$ cat src/rtl/rs_pkg.sv
package rs_pkg;

  typedef enum logic {
    ARB_IDLE = 1'b0,
    ARB_RFSH = 1'b1
  } arb_state_t;

  // Initial latency in cycles: doubled when a refresh is owed at transaction start.
  function automatic int unsigned init_latency(input logic owed, input int unsigned base);
    return owed ? (2 * base) : base;
  endfunction

  // Saturating increment for a counter of the given width.
  function automatic int unsigned sat_inc(input int unsigned val, input int unsigned width);
    int unsigned top;
    top = (32'd1 << width) - 1;
    return (val >= top) ? top : val + 1;
  endfunction

endpackage

$ cat src/rtl/rs_interval_timer.sv
module rs_interval_timer #(
  parameter int unsigned INTERVAL = 1024
) (
  input  logic clk,
  input  logic rst_n,
  output logic tick
);
  localparam int unsigned TW = (INTERVAL > 1) ? $clog2(INTERVAL) : 1;
  localparam logic [TW-1:0] LAST = TW'(INTERVAL - 1);

  logic [TW-1:0] cnt_q;

  assign tick = (cnt_q == LAST);

  always_ff @(posedge clk or negedge rst_n) begin
    if (!rst_n) begin
      cnt_q <= '0;
    end else if (tick) begin
      cnt_q <= '0;
    end else begin
      cnt_q <= cnt_q + 1'b1;
    end
  end
endmodule

$ cat src/rtl/rs_arbiter.sv
module rs_arbiter (
  input  logic clk,
  input  logic rst_n,
  input  logic tick,
  input  logic cs_n,
  input  logic rf_ack,
  output logic rf_req,
  output logic pend,
  output logic rf_done
);
  import rs_pkg::*;

  arb_state_t state_q, state_d;
  logic       pend_q, pend_d;

  assign rf_req  = (state_q == ARB_RFSH);
  assign rf_done = rf_req && rf_ack;
  assign pend    = pend_q;

  always_comb begin
    state_d = state_q;
    unique case (state_q)
      ARB_IDLE: if (pend_q && cs_n) state_d = ARB_RFSH;
      ARB_RFSH: if (rf_ack)         state_d = ARB_IDLE;
      default:                      state_d = ARB_IDLE;
    endcase
  end

  always_comb begin
    pend_d = pend_q;
    if (tick)         pend_d = 1'b1;
    else if (rf_done) pend_d = 1'b0;
  end

  always_ff @(posedge clk or negedge rst_n) begin
    if (!rst_n) begin
      state_q <= ARB_IDLE;
      pend_q  <= 1'b0;
    end else begin
      state_q <= state_d;
      pend_q  <= pend_d;
    end
  end
endmodule

$ cat src/rtl/rs_ca_tracker.sv
module rs_ca_tracker #(
  parameter int unsigned CA_CYCLES = 3,
  parameter int unsigned LAT_BASE  = 6,
  localparam int unsigned CW = $clog2(CA_CYCLES + 1),
  localparam int unsigned LW = $clog2(2 * LAT_BASE + 1)
) (
  input  logic          clk,
  input  logic          rst_n,
  input  logic          cs_n,
  input  logic          pend,
  output logic          cs_fall,
  output logic          txn_active,
  output logic          strobe_oe,
  output logic          lat_flag,
  output logic [LW-1:0] init_lat
);
  logic          cs_q;
  logic [CW-1:0] ca_cnt_q;
  logic          hit_q;

  assign cs_fall    = cs_q && !cs_n;
  assign txn_active = !cs_q;
  assign strobe_oe  = (ca_cnt_q != '0);
  assign lat_flag   = strobe_oe && hit_q;
  assign init_lat   = LW'(rs_pkg::init_latency(hit_q, LAT_BASE));

  always_ff @(posedge clk or negedge rst_n) begin
    if (!rst_n) begin
      cs_q     <= 1'b1;
      ca_cnt_q <= '0;
      hit_q    <= 1'b0;
    end else begin
      cs_q <= cs_n;
      if (cs_fall) begin
        ca_cnt_q <= CW'(CA_CYCLES);
        hit_q    <= pend;
      end else if (cs_n) begin
        ca_cnt_q <= '0;
        hit_q    <= 1'b0;
      end else if (ca_cnt_q != '0) begin
        ca_cnt_q <= ca_cnt_q - 1'b1;
      end
    end
  end
endmodule

$ cat src/rtl/rs_deadline.sv
module rs_deadline #(
  parameter int unsigned WAIT_W = 8
) (
  input  logic              clk,
  input  logic              rst_n,
  input  logic              pend,
  input  logic [WAIT_W-1:0] max_wait,
  output logic              overdue,
  output logic              deadline_err
);
  logic [WAIT_W-1:0] age_q;
  logic              err_q;

  assign overdue      = pend && (age_q >= max_wait);
  assign deadline_err = err_q;

  always_ff @(posedge clk or negedge rst_n) begin
    if (!rst_n) begin
      age_q <= '0;
      err_q <= 1'b0;
    end else begin
      age_q <= pend ? WAIT_W'(rs_pkg::sat_inc(32'(age_q), WAIT_W)) : '0;
      if (overdue) err_q <= 1'b1;
    end
  end
endmodule

$ cat src/rtl/psram_refresh_sched.sv
module psram_refresh_sched #(
  parameter int unsigned INTERVAL  = 1024,
  parameter int unsigned CA_CYCLES = 3,
  parameter int unsigned LAT_BASE  = 6,
  parameter int unsigned WAIT_W    = 8,
  localparam int unsigned LW = $clog2(2 * LAT_BASE + 1)
) (
  input  logic              clk,
  input  logic              rst_n,
  input  logic              cs_n,
  input  logic [WAIT_W-1:0] max_wait,
  input  logic              rf_ack,
  output logic              rf_req,
  output logic              txn_active,
  output logic              strobe_oe,
  output logic              lat_flag,
  output logic [LW-1:0]     init_lat,
  output logic              deadline_err
);
  logic tick_w;
  logic pend_w;
  logic rf_done_w;
  logic cs_fall_w;
  logic overdue_w;

  rs_interval_timer #(.INTERVAL(INTERVAL)) u_timer (
    .clk   (clk),
    .rst_n (rst_n),
    .tick  (tick_w)
  );

  rs_arbiter u_arb (
    .clk     (clk),
    .rst_n   (rst_n),
    .tick    (tick_w),
    .cs_n    (cs_n),
    .rf_ack  (rf_ack),
    .rf_req  (rf_req),
    .pend    (pend_w),
    .rf_done (rf_done_w)
  );

  rs_ca_tracker #(.CA_CYCLES(CA_CYCLES), .LAT_BASE(LAT_BASE)) u_ca (
    .clk        (clk),
    .rst_n      (rst_n),
    .cs_n       (cs_n),
    .pend       (pend_w),
    .cs_fall    (cs_fall_w),
    .txn_active (txn_active),
    .strobe_oe  (strobe_oe),
    .lat_flag   (lat_flag),
    .init_lat   (init_lat)
  );

  rs_deadline #(.WAIT_W(WAIT_W)) u_dl (
    .clk          (clk),
    .rst_n        (rst_n),
    .pend         (pend_w),
    .max_wait     (max_wait),
    .overdue      (overdue_w),
    .deadline_err (deadline_err)
  );
endmodule

$ cat config.mk
export PLATFORM = sky130hd
export DESIGN_NAME = psram_refresh_sched
export DESIGN_NICKNAME = d
export VERILOG_FILES = /design/src/rtl/rs_pkg.sv /design/src/rtl/rs_interval_timer.sv /design/src/rtl/rs_arbiter.sv /design/src/rtl/rs_ca_tracker.sv /design/src/rtl/rs_deadline.sv /design/src/rtl/psram_refresh_sched.sv
export SDC_FILE = /design/constraint.sdc
export NUM_CORES = 1
export LEC_CHECK = 0
export BUFFER_PORTS_ARGS = -buffer_cell sky130_fd_sc_hd__buf_2
export CAP_MARGIN = 25
export CORE_ASPECT_RATIO = 0.75
export CORE_MARGIN = 2
export CORE_UTILIZATION = 35
export DETAILED_ROUTE_END_ITERATION = 8
export SLEW_MARGIN = 10
export SYNTH_ARGS = -nofsm -noshare
export SYNTH_HDL_FRONTEND = slang
export SYNTH_HIERARCHICAL = 1
export SYNTH_SLANG_ARGS = --single-unit
$ cat constraint.sdc
create_clock -name clk -period 1.5 [get_ports clk]
set_input_delay 0.15 -clock clk [delete_from_list [all_inputs] [get_ports clk]]
set_output_delay 0.15 -clock clk [all_outputs]
set_load 0.1 [all_outputs]
# Word-level counts from Yosys, hierarchy flattened
# Index checks and enable logic that the tools add are counted.
# op_classes
n_lt_le_gt_ge	2
n_mux	14
reduce_logical	11
n_eq_ne	1
bitwise	1
n_addsub	3
# op_table
op	count
8-bit two-way mux	2
10-bit by 1-bit adder with 10-bit output (second input constant)	1
10-bit equality test (second input constant)	1
10-bit two-way mux	1
8-bit by 1-bit adder with 8-bit output (second input constant)	1
8-bit greater-or-equal comparator	1
8-bit greater-or-equal comparator (second input constant)	1
1-bit two-way mux	6
2-bit two-way mux	3
2-bit nonzero test	3
1-bit logical AND	5
4-bit two-way mux	1
3-bit nonzero test	1
1-bit zero test	2
1-bit one-hot mux with 2 select lines	1
2-bit by 1-bit subtractor with 2-bit output (second input constant)	1
1-bit NOT	1
# totals
elab_cells	40
ff_bits	25
input_bits	12
output_inout_bits	9

# Logic depth before layout (Yosys ltp)
# Gate-level depths: netlist of the first run.
# depth
word_depth	4
ltp_mapped	5

# By module
# The synthesis of the first run kept the hierarchy.
# modules_own_cells
mod	seq_area_each_um2	area_per_inst_um2	cells_per_inst	instances
rs_deadline	225.2	639.4	62	1
rs_interval_timer	250.2	473.0	42	1
rs_ca_tracker	101.3	221.5	23	1
rs_arbiter	50.0	78.8	7	1

# Worst setup path after synthesis of the first run
# No wires, ideal clock.
# synth_path
path_kind	register to output
start	reg u_ca.hit_q
end	out lat_flag
arrival_time_ns	2.140
required_time_ns	1.350
slack_ns	-0.790
path_stages_with_launch	3
path_cell_list	dfrtp_1 -> inv_1 -> nor2_1
# synth_between
elab_chain_len	1
# synth_lines
element	line_no	text
from (decl)	rs_ca_tracker.sv:19	logic hit_q;
from (signal assigned)	rs_ca_tracker.sv:36	hit_q <= pend;
1-bit logical AND	rs_ca_tracker.sv:24	assign lat_flag = strobe_oe && hit_q;
to (decl)	psram_refresh_sched.sv:16	output logic lat_flag,
# Every way passes these cells.

# Worst setup path in the final report of the first run
# layout_path
start	reg u_ca.ca_cnt_q[0]
end	out lat_flag
# layout_between
elab_chain_len	2
# layout_lines
element	line_no	text
from (decl)	rs_ca_tracker.sv:18	logic [CW-1:0] ca_cnt_q;
from (signal assigned)	rs_ca_tracker.sv:35	ca_cnt_q <= CW'(CA_CYCLES);
from (signal assigned)	rs_ca_tracker.sv:41	ca_cnt_q <= ca_cnt_q - 1'b1;
2-bit nonzero test	rs_ca_tracker.sv:23	assign strobe_oe = (ca_cnt_q != '0);
1-bit logical AND	rs_ca_tracker.sv:24	
# Every way passes these cells.

==> results of run 1 <==
## worst register-to-register path, cell delays in order, from the launching register on
cell and delay, ns:
dfrtp_1 0.39, ha_1 0.31, and3_4 0.19, a221oi_2 0.26
o221ai_1 0.14
## report_power, final
part | switching, mW | internal [mW]
clock | 0.202 | 0.185
sequential | 0.00399 | 0.682
combinational | 0.119 | 0.0666
total | 0.326 | 0.934
## cell type report
cell class,instances,share of cell area [%]
Clock buffer,3,2.39
Clock inverter,1,0.290
Inverter,16,3.63
Multi-Input combinational cell,87,43.0
Sequential cell,25,36.3
Tap cell,52,3.77
Timing Repair Buffer,26,10.6
## state kept, by name, summed over array words and instances (netlist names)
register and cells:
u_dl/deadline_err 1, u_ca/hit_q 1, u_arb/rf_req 1, u_ca/cs_q 1
u_ca/ca_cnt_q 2, u_arb/pend 1, u_dl/age_q 8, u_timer/cnt_q 10
## per-layer routing
layer | up-vias | GRT usage (%) | part of all wire (%)
met5 | - | 0 | 0
met2 | 23 | 21.6 | 47
met4 | 0 | 4.34 | 0.72
met3 | 2 | 2.76 | 4.2
li1 | 510 | - | -
met1 | 506 | 16.4 | 48
## cell usage in the layout, fill, tap and decap left out, types with 2 or more instances in the layout
cell / instances
and3_1: 2
nand2_1: 5
a21o_1: 2
nor2_1: 6
nand4_1: 2
buf_2: 16
buf_4: 7
buf_12: 2
o21ai_0: 2
clkbuf_8: 3
ha_1: 9
o21a_1: 4
inv_1: 14
dfrtp_1: 24
a21oi_1: 2
nor3_1: 3
conb_1: 2
a31oi_1: 4
mux2i_1: 2
nand3_1: 4
nand2b_1: 2
xor2_1: 6
## timing repair
action | in CTS | in global routing
hold endpoints to repair | 24 | 0
resized for setup | 1 | 7
setup endpoints to repair | 1 | 7
setup buffers | 0 | 1
hold buffers | 1 | 0
pin swaps | 1 | 3
## stage by stage
step	setup WS [ns]	area [um2]	hold slack (ns)	total power [mW]	util, %
after floorplan	-0.0405	1410	-0.146	0.824	-
after global placement	0.0395	1620	0.176	0.874	43.0
after detailed placement	0.00300	1620	0.179	0.878	43.0
after CTS	0.0163	1680	0.0154	1.28	44.7
after global routing	0.00153	1730	0.0130	1.32	45.9
final	0.0762	1730	0.0240	1.26	45.9
## final timing paths
check / end / slack (ns) / depth (start not counted) / from
worst max register to register: u_dl/deadline_err / 0.08 / 4 / u_dl/age_q[7]
max in group asynchronous: u_ca/cs_q / 0.73 / 2 / rst_n
worst min-delay path: u_ca/cs_q / 0.02 / 1 / cs_n
min in group asynchronous: u_dl/age_q[0] / 0.40 / 2 / rst_n
worst min register to register: u_timer/cnt_q[8] / 0.47 / 1 / u_timer/cnt_q[8]
worst max-delay path: lat_flag / 0.08 / 4 / u_ca/ca_cnt_q[0]
==> results_dict.tcl, run 1 <==
set metrics [dict create \
    multi_input_area_um2 742 \
    grt_max_degree 26 \
    grt_pass1_vias 1059 \
    cp_slowest_cell "dfrtp_1" \
    area_growth_syn_to_layout_pct 23.3 \
    dp.cells 204 \
    coreArea_um2 3760 \
    overflow 0 \
    critPathMaxFanout 3 \
    stdcell_count 210 \
    ant_nets 0 \
    crit_path_cell_trace "inv_1 -> ha_1 -> nor2_4 -> buf_12" \
    yosys_warnings 6 \
    slew_headroom_pct 63.0 \
    drt_iter0_drc 100 \
    clk_pin_slew_ns 0.08 \
    setup_tns_ns 0 \
    status "completed" \
    io_buffer_count 18 \
    cts_sinks 25 \
    fillerInstances 373 \
    finalCriticalPeriod_ns 1.42 \
    syn_inst 131 \
    rows 19 \
    drt-wirelength-per-cell_um 12.6 \
    setup_viol 0 \
    grtUsageTotal_pct 12.7 \
    mappedNetlistArea_um2 1400 \
    cp-start-kind "register" \
    routed_wirelength_mm 2.65 \
    max_stage_delay_ns 0.37 \
    vias 1041 \
    max_freq_ghz 0.702 \
    fin_crit_sh_pct 94.9 \
    tightest_slew_ns 0.554 \
    drive_gt1_share_pct 31.6 \
    grt_setup_unrepaired "no" \
    io_pins 21 \
    die_w_um 77 \
    root_buffer "clkbuf_8" \
    slew_violations 0 \
    htree_levels 1 \
    grt_pass1_wl_mm 4.63 \
    worstSetupPathType "register to output port" \
    cp-end-kind "output port" \
    drc 0 \
    path_delay_family "flip-flops" \
    critical_path_buf_inv_count 2 \
    viasPerCell 4.96 \
    p_leak_nw 0.849 \
    finClkSkew_ns 0.00652 \
    start_util_pct 37.2 \
    synth_fp_nets 154 \
    first_pass_iters 4 \
    grt_antenna_before_repair 0 \
    num_antenna_cells 0 \
    place_hpwl_mm 2.03 \
    arrival_ns 1.27 \
    cts_tree "yes" \
    fin_nets 182 \
    crit_required_ns 1.35 \
    numCtsBuffers 3 \
    die_y_um 58.8 \
    cts.path.max_buffers 2 \
    cellPowerDensity_nw_per_um2 730 \
    gp_congestion 0.735 \
    clk_latency_ns 0.26 \
    hold_class "input pin to register" \
    avgSynthCellArea_um2 10.7 \
    vdd_drop_max_mv 0.440 \
    hold_violations 0 \
    cap_violations 0 \
    die_area_um2 4520 \
    regArea_um2 627 \
]
No activity file was read; power rests on OpenSTA's default activity.
==> inputs of run 2 (changes only) <==
--- a/config.mk
+++ b/config.mk
@@ -9,8 +9,9 @@
 export CAP_MARGIN = 25
 export CORE_ASPECT_RATIO = 0.75
 export CORE_MARGIN = 2
-export CORE_UTILIZATION = 35
+export CORE_UTILIZATION = 50
 export DETAILED_ROUTE_END_ITERATION = 8
+export PLACE_DENSITY = 0.74
 export SLEW_MARGIN = 10
 export SYNTH_ARGS = -nofsm -noshare
 export SYNTH_HDL_FRONTEND = slang
==> results_dict.tcl, run 2 (synthesis results as in run 1) <==
set metrics [dict create \
    status "completed" \
    top_layer_used "met4" \
    intPower_mw 0.938 \
    hold_class "input pin to register" \
    wl_met1_mm 1.13 \
    p_seq_share_pct 54.4 \
    vdd_drop_max_mv 0.657 \
    drt-wirelength-per-cell_um 12.9 \
    reg_top3 "u_timer/cnt_q x10, u_dl/age_q x8, u_ca/ca_cnt_q x2" \
    wl_met3_um 113 \
    drive_gt1_share_pct 28.5 \
    vias 1044 \
    die_y_um 49.8 \
    rows 16 \
    numCtsBuffers 3 \
    p_comb_share_pct 14.7 \
    clk_latency_ns 0.27 \
    htree_levels 1 \
    slew_violations 0 \
    slew_headroom_pct 64.8 \
    finClkSkew_ns 0.00467 \
    area_growth_syn_to_layout_pct 19.9 \
    cts_tree "yes" \
    fin_crit_sh_pct 95.8 \
    grtUsageTotal_pct 18.6 \
    grt_antenna_before_repair 0 \
    cts.path.max_buffers 2 \
    overflow 0 \
    mostFrequentLayoutCells "24 x dfrtp_1, 16 x buf_2, 15 x inv_1" \
    io_pins 21 \
    wl_met2_mm 1.18 \
    cellPowerDensity_nw_per_um2 751 \
    critPathMaxFanout 6 \
    p_leak_nw 0.845 \
    crit_required_ns 1.64 \
    viasPerCell 5.38 \
    finalCriticalPeriod_ns 1.44 \
    setup_viol 0 \
    die_area_um2 3240 \
    cap_violations 0 \
    p_clk_share_pct 30.9 \
    tightest_slew_ns 0.527 \
    worstSetupPathType "register to register" \
    largest_reg_flops 10 \
    hold_ws_ns 0.0239 \
    ant_nets 0 \
    clk_pin_slew_ns 0.08 \
    regMostFlops "u_timer/cnt_q" \
    fin_nets 182 \
    start_util_pct 52.9 \
    coreArea_um2 2640 \
    switching_power_mw 0.323 \
    grt_pass1_vias 1015 \
    num_antenna_cells 0 \
    root_buffer "clkbuf_8" \
    routed_wirelength_mm 2.49 \
    grt_pass1_wl_mm 4.53 \
    hold_violations 0 \
    place_hpwl_mm 1.94 \
    drc 0 \
    grt_max_degree 26 \
    arrival_ns 1.58 \
    drt_iter0_drc 27 \
    die_w_um 65.1 \
    preCtsSetupSlack_ns 0.0181 \
    grt_setup_unrepaired "yes" \
    setup_tns_ns 0 \
    cts_sinks 25 \
    fin_ws_ns 0.0631 \
    max_freq_ghz 0.696 \
    mostFrequentLayoutCell "dfrtp_1" \
    gp_congestion 0.809 \
    cp-end-kind "register" \
    cp-start-kind "register" \
    first_pass_iters 5 \
    p_sw_share_pct 25.6 \
    io_buffer_count 18 \
]
## run 2: worst max-delay path, stage by stage, from the launching register on
cell and delay, ns:
dfrtp_1 0.41, ha_2 0.23, nand2_1 0.11, nor4_4 0.28, buf_4 0.18, o21bai_1 0.11
## run 2: path summary, 6_finish.rpt
path                                   from               end  slack [ns]  cells after the start
setup / recovery           u_timer/cnt_q[0]  u_timer/cnt_q[7]        0.06                      5
hold / removal                         cs_n         u_ca/cs_q        0.02                      1
max in group asynchronous             rst_n         u_ca/cs_q        0.75                      2
setup reg to reg           u_timer/cnt_q[0]  u_timer/cnt_q[7]        0.06                      5
hold reg to reg            u_timer/cnt_q[8]  u_timer/cnt_q[8]        0.48                      1
min in group asynchronous             rst_n  u_timer/cnt_q[9]        0.39                      2
## run 2: routing by layer
metal	up-vias	global-route usage, %
met2	26	30.8
met4	0	8.33
met3	6	4.57
li1	506	-
met1	506	23.1
met5	-	0
## run 2: layout make-up
cell class / count / area (um2)
tap: 36 / 45.0
fill: 228 / 965
multi-input combinational: 87 / 716
inverter: 16 / 62.6
timing repair buffer: 26 / 183
clock buffer: 4 / 45.0
sequential: 25 / 627
## run 2: power by group through the flow
stage / sequential, mW / combinational, mW / clock, mW
floorplan: 0.698 / 0.126 / 0
global placement: 0.699 / 0.175 / 0
detailed placement: 0.700 / 0.180 / 0
CTS: 0.686 / 0.183 / 0.401
global route: 0.688 / 0.202 / 0.441
finish: 0.686 / 0.185 / 0.389
## run 2: repair_timing
item                                    in CTS  in global routing
hold endpoints to repair                    24                  0
hold buffers                                 1                  0
pin swaps                                    1                  4
gates cloned                                 0                  0
gates resized for setup                      0                  4
endpoints found under the setup margin       1                  6
buffers inserted                             0                  2
## run 2: metrics by stage
stage                     area (um2)  util [%]  std cells  power (mW)
after floorplan                 1410         -        131       0.824
after global placement          1590      60.1        187       0.873
after detailed placement        1590      60.1        187       0.880
after CTS                       1640      62.2        192        1.27
after global routing            1680      63.5        194        1.33
final                           1680      63.5        194        1.26
==> inputs of run 3 (changes only) <==
--- a/config.mk
+++ b/config.mk
@@ -12,6 +12,7 @@
 export CORE_UTILIZATION = 50
 export DETAILED_ROUTE_END_ITERATION = 8
 export PLACE_DENSITY = 0.74
+export REMOVE_ABC_BUFFERS = 1
 export SLEW_MARGIN = 10
 export SYNTH_ARGS = -nofsm -noshare
 export SYNTH_HDL_FRONTEND = slang
==> results_dict.tcl, run 3 (synthesis results as in run 1) <==
set metrics [dict create \
    finalPower_mw 1.29 \
    cp-end-kind "register" \
    cts_tree "yes" \
    grtUsageTotal_pct 18.9 \
    htree_levels 1 \
    fin_crit_sh_pct 95.8 \
    vdd_drop_max_mv 0.542 \
    hold_violations 0 \
    numCtsBuffers 3 \
    met1_usage_pct 24.5 \
    die_area_um2 3240 \
    drive_gt1_share_pct 30.0 \
    rrSetupSlack_ns 0.06 \
    finalCriticalPeriod_ns 1.44 \
    finClkSkew_ns 0.00306 \
    regMostFlops "u_timer/cnt_q" \
    slew_headroom_pct 63.3 \
    grt_pass1_vias 1030 \
    cp_slowest_cell "dfrtp_1" \
    max_stage_delay_ns 0.41 \
    cellPowerDensity_nw_per_um2 760 \
    crit_path_cell_trace "ha_1 -> and3_4 -> a221oi_2 -> o221ai_1" \
    p_sw_share_pct 26.7 \
    fin_nets 184 \
    final_util_pct 64.3 \
    switching_power_mw 0.344 \
    max_freq_ghz 0.696 \
    mostFrequentLayoutCell "dfrtp_1" \
    grt_busiest_layer "met2" \
    grt_max_degree 26 \
    drt_iter0_drc 31 \
    place_hpwl_mm 1.91 \
    crit_required_ns 1.64 \
    cts.path.max_buffers 2 \
    worstSetupPathType "register to register" \
    mostFrequentLayoutCells "24 x dfrtp_1, 16 x buf_2, 14 x inv_1" \
    tightest_slew_ns 0.550 \
    drt-wirelength-per-cell_um 13.3 \
    rows 16 \
    slew_violations 0 \
    arrival_ns 1.58 \
    grt_antenna_before_repair 0 \
    r2r_start "u_dl/age_q[7]" \
    whs_path_depth 2 \
    grt_setup_unrepaired "yes" \
    routed_wirelength_mm 2.60 \
    io_pins 21 \
    gp_congestion 0.718 \
    area_growth_syn_to_layout_pct 21.4 \
    viasPerCell 5.34 \
    setup_tns_ns 0 \
    overflow 0 \
    critPathMaxFanout 2 \
    first_pass_iters 4 \
    coreArea_um2 2640 \
    grt_pass1_wl_mm 4.65 \
    grtUsageMet3_pct 5.48 \
    hold_start "rf_ack" \
    cap_violations 0 \
    clk_pin_slew_ns 0.09 \
    status "completed" \
    intPower_mw 0.946 \
    reg_top3 "u_timer/cnt_q x10, u_dl/age_q x8, u_ca/ca_cnt_q x2" \
    hold_end "u_arb/rf_req" \
    reg2reg_depth 4 \
    start_util_pct 52.9 \
    p_seq_share_pct 53.1 \
    num_antenna_cells 0 \
    clk_latency_ns 0.27 \
    cp-start-kind "register" \
    setup_viol 0 \
    rr_endpoint "u_dl/deadline_err" \
    hold_class "input pin to register" \
    p_comb_share_pct 14.5 \
    root_buffer "clkbuf_8" \
    ant_nets 0 \
    die_y_um 49.8 \
    grt_util_met2_pct 30.9 \
    largest_reg_flops 10 \
    p_leak_nw 0.858 \
    drc 0 \
    vias 1047 \
    io_buffer_count 18 \
    p_clk_share_pct 32.4 \
    die_w_um 65.1 \
    cts_sinks 25 \
]
run 3: changes by cell type in the layout (fill, tap and decap cells not counted), sizes merged:
cell,before,now
clkbuf,4,3
inv,16,17
dlygate4sd3,1,2
buf,25,26
run 3: worst max-delay path by stage:
stage                   from  slack (ns)                end
6_report       u_dl/age_q[7]        0.06  u_dl/deadline_err
5_1_grt        u_dl/age_q[1]     -0.0003  u_dl/deadline_err
4_1_cts        u_dl/age_q[7]       0.006  u_dl/deadline_err
3_5_place_dp   u_dl/age_q[6]       -0.03  u_dl/deadline_err
3_3_place_gp   u_dl/age_q[0]        0.05  u_dl/deadline_err
2_1_floorplan     u_ca/hit_q       -1.71           lat_flag
run 3: metrics by stage:
stage,hold slack [ns],worst slack (ns),area (um2),instances
floorplan,-0.146,-1.71,1380,128
CTS,0.00308,0.00602,1650,192
detailed placement,0.178,-0.0291,1580,187
global placement,0.168,0.0461,1580,187
global route,0.0581,-0.000259,1700,196
finish,0.0585,0.0637,1700,196
run 3: what timing repair did:
item                                    4_1_cts  5_1_grt
endpoints found under the hold margin        24        1
endpoints found under the setup margin        2        4
setup buffers                                 0        3
pin swaps                                     1        4
resized for setup                             2        4
hold buffers                                  1        1
run 3: power groups by stage:
stage	clock network (mW)	registers, mW	logic [mW]
2_1_floorplan	0	0.698	0.116
6_report	0.418	0.685	0.188
4_1_cts	0.438	0.686	0.179
5_1_grt	0.472	0.687	0.203
3_3_place_gp	0	0.699	0.169
3_5_place_dp	0	0.699	0.174
run 3: layer usage:
layer  share of wire, %  routed length (um)  vias up
met1                 44                1150      491
met4                1.2                  31        0
met5                  0                   0        -
met2                 48                1260       36
met3                6.1                 159        4
li1                   -                   -      516
run 3: final cells by class:
type                       count  area [um2]
multi-input combinational     87         716
timing repair buffer          28         200
clock inverter                 1        8.76
sequential                    25         627
fill                         233         945
tap                           36        45.0
clock buffer                   3        41.3
inverter                      16        60.1
run 3: critical path, delay by kind of cell, from the launching register on:
| family | cells | cell delay (ns) |
|---|---|---|
| compound gates | 2 | 0.40 |
| fa+ha+maj | 1 | 0.32 |
| flops | 1 | 0.41 |
| simple gates | 1 | 0.19 |
